<file path="config.mk">
export PLATFORM = sky130hd
export DESIGN_NAME = synth_div_chain
export DESIGN_NICKNAME = d
export VERILOG_FILES = /design/src/rtl/synth_div_pkg.sv /design/src/rtl/fixed_div.sv /design/src/rtl/m_div.sv /design/src/rtl/out_div.sv /design/src/rtl/synth_div_chain.sv
export SDC_FILE = /design/constraint.sdc
export NUM_CORES = 1
export LEC_CHECK = 0
export BUFFER_PORTS_ARGS = -buffer_cell sky130_fd_sc_hd__buf_2
export CAP_MARGIN = 5
export CORE_MARGIN = 2
export CORE_UTILIZATION = 50
export DETAILED_ROUTE_END_ITERATION = 8
export PLACE_DENSITY = 0.7
export SETUP_SLACK_MARGIN = 0.4
export SYNTH_ARGS = -nofsm -noshare
export SYNTH_HDL_FRONTEND = slang
export SYNTH_SLANG_ARGS = --single-unit
</file>
<file path="constraint.sdc">
create_clock -name clk_i -period 2.3 [get_ports clk_i]
set_clock_uncertainty 0.1 [all_clocks]
set_input_delay 0.345 -clock clk_i [delete_from_list [all_inputs] [get_ports clk_i]]
set_output_delay 0.345 -clock clk_i [all_outputs]
set_load 0.05 [all_outputs]
</file>
<file path="src/rtl/synth_div_pkg.sv">
package synth_div_pkg;

  typedef enum logic [1:0] {
    ODIV_2 = 2'b00,
    ODIV_4 = 2'b01,
    ODIV_8 = 2'b10,
    ODIV_1 = 2'b11
  } odiv_code_e;

  typedef enum logic [2:0] {
    TSEL_SREG  = 3'b000,
    TSEL_HIGH  = 3'b001,
    TSEL_REF   = 3'b010,
    TSEL_FB    = 3'b011,
    TSEL_FOUT  = 3'b100,
    TSEL_LOW   = 3'b101,
    TSEL_SFB   = 3'b110,
    TSEL_FOUT4 = 3'b111
  } tsel_e;

  localparam int unsigned ODIV_MAX = 8;
  localparam int unsigned ODIV_PW  = $clog2(ODIV_MAX);

  // non-monotonic code to ratio
  function automatic logic [ODIV_PW:0] odiv_ratio(input logic [1:0] code);
    case (odiv_code_e'(code))
      ODIV_2:  odiv_ratio = (ODIV_PW+1)'(2);
      ODIV_4:  odiv_ratio = (ODIV_PW+1)'(4);
      ODIV_8:  odiv_ratio = (ODIV_PW+1)'(8);
      default: odiv_ratio = (ODIV_PW+1)'(1);
    endcase
  endfunction

endpackage

</file>
<file path="src/rtl/fixed_div.sv">
module fixed_div #(
  parameter int unsigned DIV = 16
) (
  input  logic clk_i,
  input  logic rst_ni,
  input  logic en_i,
  output logic wave_o
);
  localparam int unsigned W    = (DIV > 2) ? $clog2(DIV) : 1;
  localparam logic [W-1:0] LAST = W'(DIV - 1);
  localparam logic [W-1:0] HALF = W'(DIV / 2);

  logic [W-1:0] pos_q, pos_nxt;
  logic         wave_q;

  assign pos_nxt = (pos_q == LAST) ? '0 : pos_q + W'(1);

  always_ff @(posedge clk_i or negedge rst_ni) begin
    if (!rst_ni) begin
      pos_q  <= LAST;
      wave_q <= 1'b0;
    end else if (en_i) begin
      pos_q  <= pos_nxt;
      wave_q <= (pos_nxt < HALF);
    end
  end

  assign wave_o = wave_q;
endmodule

</file>
<file path="src/rtl/m_div.sv">
module m_div #(
  parameter int unsigned M_W = 9
) (
  input  logic           clk_i,
  input  logic           rst_ni,
  input  logic           en_i,
  input  logic [M_W-1:0] m_i,
  output logic           wave_o
);
  logic [M_W-1:0] cnt_q, load_val;
  logic           wave_q;

  // M of zero behaves as one
  assign load_val = (m_i == '0) ? '0 : m_i - M_W'(1);

  always_ff @(posedge clk_i or negedge rst_ni) begin
    if (!rst_ni) begin
      cnt_q  <= '0;
      wave_q <= 1'b0;
    end else if (en_i) begin
      if (cnt_q == '0) begin
        cnt_q  <= load_val;
        wave_q <= ~wave_q;
      end else begin
        cnt_q  <= cnt_q - M_W'(1);
      end
    end
  end

  assign wave_o = wave_q;
endmodule

</file>
<file path="src/rtl/out_div.sv">
module out_div
  import synth_div_pkg::*;
(
  input  logic       clk_i,
  input  logic       rst_ni,
  input  logic       en_i,
  input  logic [1:0] code_i,
  output logic       wave_o,
  output logic       tick_o,
  output logic       div1_o
);
  localparam logic [1:0]         RST_CODE = ODIV_2;
  localparam logic [ODIV_PW-1:0] RST_POS  = ODIV_PW'(1);

  logic [1:0]         code_q;
  logic [ODIV_PW:0]   ratio, half;
  logic [ODIV_PW-1:0] pos_q, pos_inc;
  logic               wrap, wave_q;

  assign ratio   = odiv_ratio(code_q);
  assign half    = ratio >> 1;
  assign pos_inc = pos_q + ODIV_PW'(1);
  assign wrap    = ({1'b0, pos_q} == ratio - (ODIV_PW+1)'(1));

  always_ff @(posedge clk_i or negedge rst_ni) begin
    if (!rst_ni) begin
      code_q <= RST_CODE;
      pos_q  <= RST_POS;
      wave_q <= 1'b0;
    end else if (en_i) begin
      if (wrap) begin
        code_q <= code_i;
        pos_q  <= '0;
        wave_q <= 1'b1;
      end else begin
        pos_q  <= pos_inc;
        wave_q <= ({1'b0, pos_inc} < half);
      end
    end
  end

  assign div1_o = (code_q == ODIV_1);
  assign tick_o = en_i & wrap;
  assign wave_o = div1_o ? en_i : wave_q;
endmodule

</file>
<file path="src/rtl/synth_div_chain.sv">
module synth_div_chain
  import synth_div_pkg::*;
#(
  parameter int unsigned M_W     = 9,
  parameter int unsigned PRE_DIV = 16
) (
  input  logic           clk_i,
  input  logic           rst_ni,
  input  logic           ref_en_i,
  input  logic           osc_en_i,
  input  logic           sclk_en_i,
  input  logic [M_W-1:0] m_i,
  input  logic [1:0]     n_i,
  input  logic [2:0]     t_i,
  input  logic           sreg_i,
  output logic           ref_div_o,
  output logic           fb_o,
  output logic           fout_o,
  output logic           test_o
);
  localparam int unsigned NUM_MDIV = 2;
  localparam int unsigned FOUT_SUB = 4;

  logic [NUM_MDIV-1:0] m_en, m_wave;
  logic fout_tick, div1_w, sfb_w, fout4_w;

  fixed_div #(.DIV(PRE_DIV)) u_pre (
    .clk_i, .rst_ni, .en_i(ref_en_i), .wave_o(ref_div_o)
  );

  // index 0: oscillator feedback, index 1: serial clock copy for test
  assign m_en = {sclk_en_i, osc_en_i};

  for (genvar g = 0; g < NUM_MDIV; g++) begin : g_mdiv
    m_div #(.M_W(M_W)) u_mdiv (
      .clk_i, .rst_ni, .en_i(m_en[g]), .m_i, .wave_o(m_wave[g])
    );
  end

  assign fb_o  = m_wave[0];
  assign sfb_w = m_wave[1];

  out_div u_odiv (
    .clk_i, .rst_ni, .en_i(osc_en_i), .code_i(n_i),
    .wave_o(fout_o), .tick_o(fout_tick), .div1_o(div1_w)
  );

  fixed_div #(.DIV(FOUT_SUB)) u_fout4 (
    .clk_i, .rst_ni, .en_i(fout_tick), .wave_o(fout4_w)
  );

  always_comb begin
    unique case (tsel_e'(t_i))
      TSEL_SREG:  test_o = sreg_i;
      TSEL_HIGH:  test_o = 1'b1;
      TSEL_REF:   test_o = ref_div_o;
      TSEL_FB:    test_o = fb_o;
      TSEL_FOUT:  test_o = fout_o;
      TSEL_LOW:   test_o = 1'b0;
      TSEL_SFB:   test_o = sfb_w;
      default:    test_o = fout4_w;
    endcase
  end
endmodule

</file>
After elaboration in Yosys (flattened, before gate mapping)
Index checks and enable logic that the tools add are counted.
W data, S select, Z words.

cells by class
  reductions and logical operators = 8
  muxes and demuxes = 10
  order comparisons = 3
  eq/ne operators = 12
  bitwise operators = 3
  add/subtract/negate cells = 7

operator list
  cell                   number
  $logic_not A9 Y1       3
  $mux W9                3
  $sub A9 B1 Y9 const B  3
  $pmux W4 S3            1
  $eq A3 B3 Y1 const B   3
  $pmux W1 S7            1
  $eq A2 B2 Y1 const B   3
  $eq A3 B2 Y1 const B   2
  $reduce_and A2 Y1      3
  $add A4 B1 Y4 const B  1
  $eq A3 B4 Y1           1
  $eq A4 B4 Y1 const B   1
  $lt A4 B4 Y1 const B   1
  $mux W4                1
  $sub A4 B1 Y4 const B  1
  $add A3 B1 Y3 const B  1
  $eq A3 B1 Y1 const B   1
  $logic_not A3 Y1       1
  $lt A3 B3 Y1           1
  $mux W3                1
  $add A2 B1 Y2 const B  1
  $eq A2 B1 Y1 const B   1
  $logic_not A2 Y1       1
  $lt A2 B2 Y1 const B   1
  4 further kinds        6

storage, ports and cells
  bits of input ports = 20
  bits in registers = 34
  output and inout port bits = 4
  logic and storage cells = 54

Depth between registers and ports, before layout
  depth after elaboration = 5
  mapped depth = 7
  mapped depth without buffers = 7

By module
A second synthesis with hierarchy kept.

unflattened totals
  cell total of the unflattened synthesis = 220
  area total of the unflattened synthesis = 2279.7 µm²

modules (own cells, without submodules)
  module               area each (µm²)  times used  cells an instance  sequential area each (µm²)
  m_div                700.7            2           70                 250.2
  out_div              435.4            1           42                 151.4
  fixed_div (u_pre)    251.5            1           24                 130.1
  fixed_div (u_fout4)  130.1            1           9                  77.6
  synth_div_chain      61.3             1           5                  0.0

Least setup slack after synthesis
No wires, ideal clock.

  path kind = flip-flop to output port
  start = register u_odiv.code_q[0]
  end = output test_o
  setup slack = -0.376 ns
  data arrival time = 2.231 ns
  path buffers = 0
  stages on the path, launching flop included = 6
  required time = 1.855 ns
  path through = dfrtp_1 ha_1 mux2_2 nor2_1 a211o_1 a31oi_1

between the ends
  word-level cells in the longest chain between the ends = 3

ends and longest elaborated chain
  what                    RTL line               text
  from (decl)             out_div.sv:15          logic [1:0] code_q;
  from (signal assigned)  out_div.sv:32          code_q <= code_i;
  $eq A2 B2 Y1            out_div.sv:42          assign div1_o = (code_q == ODIV_1);
  $mux W1                 out_div.sv:44          assign wave_o = div1_o ? en_i : wave_q;
  net fout_o              synth_div_chain.sv:18  output logic fout_o,
  $pmux W1 S7             synth_div_chain.sv:53  unique case (tsel_e'(t_i))
  to (decl)               synth_div_chain.sv:19  output logic test_o

The timed path passes the listed nets, and every way through them passes these cells.

Worst setup path after layout
  start = register u_odiv.code_q[1]
  end = output test_o

between the ends
  word-level cells in the longest chain between the ends = 3

ends and longest elaborated chain
  what          RTL line
  $eq A2 B2 Y1  out_div.sv:42
  $mux W1       out_div.sv:44
  $pmux W1 S7   synth_div_chain.sv:53

No other way between the ends.

==> run_results.csv <==
group,metric,value,unit
outcome,outcome,"finished, final reports clean",
timing,post-route-period-util,0.9253,
clock_tree,clock_latency,0.30,ns
power_and_ir_drop,power.net_switching,0.001267,W
power_and_ir_drop,cellInternalPower,0.001985,W
clock_tree,clock_sinks,34,
yosys,ys_warn_count,0,
critical_path,arrival,1.68,ns
clock_tree,ctsHoldBuffers,0,
yosys,yosys.area.top_type,"dfrtp_1",
critical_path,worstPathMaxFanout,2,
clock_tree,cts_buffer_depth,2,
critical_path,crit_type,"reg2out",
detailed_routing,wl,4.412,mm
timing,slew_headroom,0.4907,
die,fp.dieH,68.72,µm
critical_path,path_cells,"ha_2, mux2_4, nor2_1, a211o_1, a31oi_4, buf_6",
die,die_x,68.72,µm
critical_path,rr_worst_depth,8,
detailed_routing,met3WireLength,208,µm
clock_tree,cts.clk_slew.worst_paths,0.08,ns
power_and_ir_drop,p_leak,1.142,nW
die,ios,24,
detailed_routing,wl_met2,2.128,mm
cells_and_area,seq_area,859.6,µm²
yosys,syn-num-nets,245,
timing,setup_violations,0,
detailed_routing,drt-initial-drc-count,88,
placement,placed_area,2292,µm²
detailed_routing,maxUsedRoutingLayer,"met4",
timing,setup-tns-final,0,ns
critical_path,cp.required,1.86,ns
critical_path,rr_startpoint,"u_odiv.code_q[1]$_DFFE_PN0P_",
yosys,synth-seq-cells,34,
global_routing,grt_usage,0.2127,
worst_hold_path,worstHoldPathType,"in2async",
detailed_routing,drc_errors,0,
clock_tree,clockRootBuffer,"clkbuf_8",
die,fp-row-count,23,
timing,hold_viol,0,
power_and_ir_drop,pwr-share-comb,0.455,
cells_and_area,syn_to_final_growth,19.95,%
cells_and_area,fin_area,2512,µm²
timing,slew_violations,0,
die,start_util,0.5199,
power_and_ir_drop,seqPwrFrac,0.371,
critical_path,cp_slowest_stage_delay,0.39,ns
power_and_ir_drop,p_sw_frac,0.3897,
cells_and_area,filler_cell_count,345,
detailed_routing,first_pass_iters,4,
detailed_routing,wire_per_inst,14.81,µm
global_routing,antenna_found_initial,0,
yosys,synth.avg_cell_area,9.880,µm²
timing,layout_setup_ws,0.1719,ns
flow_run,maxCapViolations,0,
critical_path,r2r_end,"u_odiv.code_q[0]$_DFFE_PN0P_",
cells_and_area,antenna_cells,0,
global_routing,grt_max_degree,35,
clock_tree,numCtsBuffers,5,
detailed_routing,vias,1676,
timing,rsz0062_at_grt,"true",
yosys,yosysUniqueCellTypes,44,
placement,hpwl,3.139,mm
detailed_routing,postRouteAntennaNets,0,
power_and_ir_drop,clockPowerShare,0.174,
cells_and_area,mostFrequentLayoutCells,"27 x dfrtp_1, 22 x buf_2, 18 x nor2_1, 17 x inv_1, 15 x nand2_1",
yosys,synth_cells,212,
critical_path,reg2reg_slack,0.33,ns
critical_path,cp-start-kind,"flip-flop",
clock_tree,htreeDepth,2,
detailed_routing,vias_per_cell,5.624,
critical_path,crit_path_top_delay_cell,"dfrtp_1",
cells_and_area,final_common_cell,"dfrtp_1",
cells_and_area,final_util,0.6236,
die,core_region_area,4029,µm²
cells_and_area,fin_nets,280,
timing,hold_ws,0.01791,ns
detailed_routing,met1_length,2.000,mm
cells_and_area,multi_input_area,1221,µm²
critical_path,cp-end-kind,"output port",
power_and_ir_drop,ir_drop,0.0004400,V
placement,gp_congestion,0.8418,
clock_tree,cts_tree,"done",
power_and_ir_drop,powerDensity,1294,nW/µm²
yosys,synthTopCellsByArea,"dfrtp_1 32%, dfstp_2 8.8%, ha_1 7.8%",
yosys,synth_area,2095,µm²
global_routing,grt_pass1_wl,7.300,mm
timing,fmax,0.4699,GHz
timing,period_minus_slack,2.128,ns
yosys,netlist.area_leader.share,0.3226,
placement,io_buffers,23,
placement,pre_cts_ws,0.3053,ns
global_routing,grt-ovfl-total,0,
cells_and_area,drive_above_1_share,0.2863,
die,die-area,4722,µm²
timing,tightest_slew,0.7640,ns
global_routing,grt_pass1_vias,1657,
yosys,yosysSeqAreaShare,0.4104,
## flip-flops by register name, summed over array words and instances (netlist names)
register / cells
u_fout4.wave_o: 1
g_mdiv.u_mdiv.cnt_q: 18
u_odiv.pos_q: 3
u_odiv.code_q: 2
u_odiv.wave_q: 1
u_fout4.pos_q: 2
g_mdiv.u_mdiv.wave_o: 2
u_pre.pos_q: 4
u_pre.wave_o: 1
## power groups by stage
| stage | Combinational (W) | Sequential (W) | Clock [W] |
|---|---|---|---|
| after floorplan | 0.000935 | 0.00121 | 0 |
| after global placement | 0.00119 | 0.00121 | 0 |
| after detailed placement | 0.00123 | 0.00122 | 0 |
| after CTS | 0.00132 | 0.00120 | 0.000572 |
| after global routing | 0.00166 | 0.00126 | 0.000604 |
| final | 0.00148 | 0.00121 | 0.000564 |
## synth_stat cells, drive strengths merged
cell,n
inv,19
nor4b,3
mux2,9
or4b,1
a21boi,1
nor3b,1
dfrtp,27
o22a,2
o2bb2ai,2
o31a,1
nand2,16
buf,1
a21oi,9
xor2,11
nor2,19
a21o,1
nand2b,2
nand3b,1
o21a,1
a221o,2
a211o,1
ha,13
o21ai,11
o31ai,4
a22oi,1
nor4,4
nand3,11
o311ai,1
dfstp,7
a31oi,3
clkbuf,1
nor3,6
and3,2
o41ai,2
xnor2,6
mux2i,9
or3,1
## per-layer routing
layer  global-route usage  vias up
met2               0.3486       48
met4              0.08824        0
met5                    0        -
li1                     -      827
met1               0.2701      796
met3              0.04870        5
## kinds of logic (layout without fill, tap and decap cells)
| logic type | after synthesis | count (layout) | share of synthesized area |
|---|---|---|---|
| flip-flops | 34 | 34 | 0.4104 |
| AO/OA/AOI/OAI | 42 | 42 | 0.1344 |
| AND/OR/NAND/NOR | 67 | 67 | 0.1768 |
| adder cells (fa/ha/maj) | 13 | 13 | 0.07766 |
| buffers and inverters | 21 | 57 | 0.03823 |
| multiplexers | 18 | 18 | 0.09140 |
| XOR/XNOR | 17 | 17 | 0.07109 |
## area by class of cell
class	count	share of cell area
Multi-Input combinational cell	157	0.4861
Inverter	19	0.02938
Clock inverter	3	0.01793
Tap cell	50	0.02490
Sequential cell	34	0.3421
Timing Repair Buffer	30	0.07221
Clock buffer	5	0.02739
## per-stage QoR
| step | power [W] | std cells |
|---|---|---|
| after floorplan | 0.002143 | 212 |
| after global placement | 0.002396 | 284 |
| after detailed placement | 0.002443 | 284 |
| after CTS | 0.003098 | 296 |
| after global routing | 0.003523 | 298 |
| final | 0.003252 | 298 |
## how the worst max path moves through the flow
stage / startpoint / slack [ns] / end
floorplan: u_odiv.code_q[1]$_DFFE_PN0P_ / 0.29 / test_o
global placement: u_odiv.code_q[1]$_DFFE_PN0P_ / 0.35 / test_o
detailed placement: m_i[0] / 0.31 / g_mdiv[1].u_mdiv.cnt_q[6]$_DFFE_PN0P_
CTS: u_odiv.code_q[1]$_DFFE_PN0P_ / 0.15 / test_o
global route: u_odiv.code_q[1]$_DFFE_PN0P_ / 0.08 / test_o
finish: u_odiv.code_q[1]$_DFFE_PN0P_ / 0.17 / test_o
## worst max-delay path, delay by kind of cell, from the launching register on
family / cells / cell delay [ns]
muxes: 1 / 0.20
and+or+nand+nor: 1 / 0.04
adders and majority gates: 1 / 0.20
buffers and inverters: 1 / 0.17
AOI/OAI and AO/OA: 2 / 0.40
DFF: 1 / 0.39
## repair_timing
action                     in CTS  in global routing
buffers inserted                4                  2
pin swaps                       2                  2
setup endpoints to repair       6                  9
resized for setup               4                 11
Note: power is estimated with default switching activity, not from simulation.
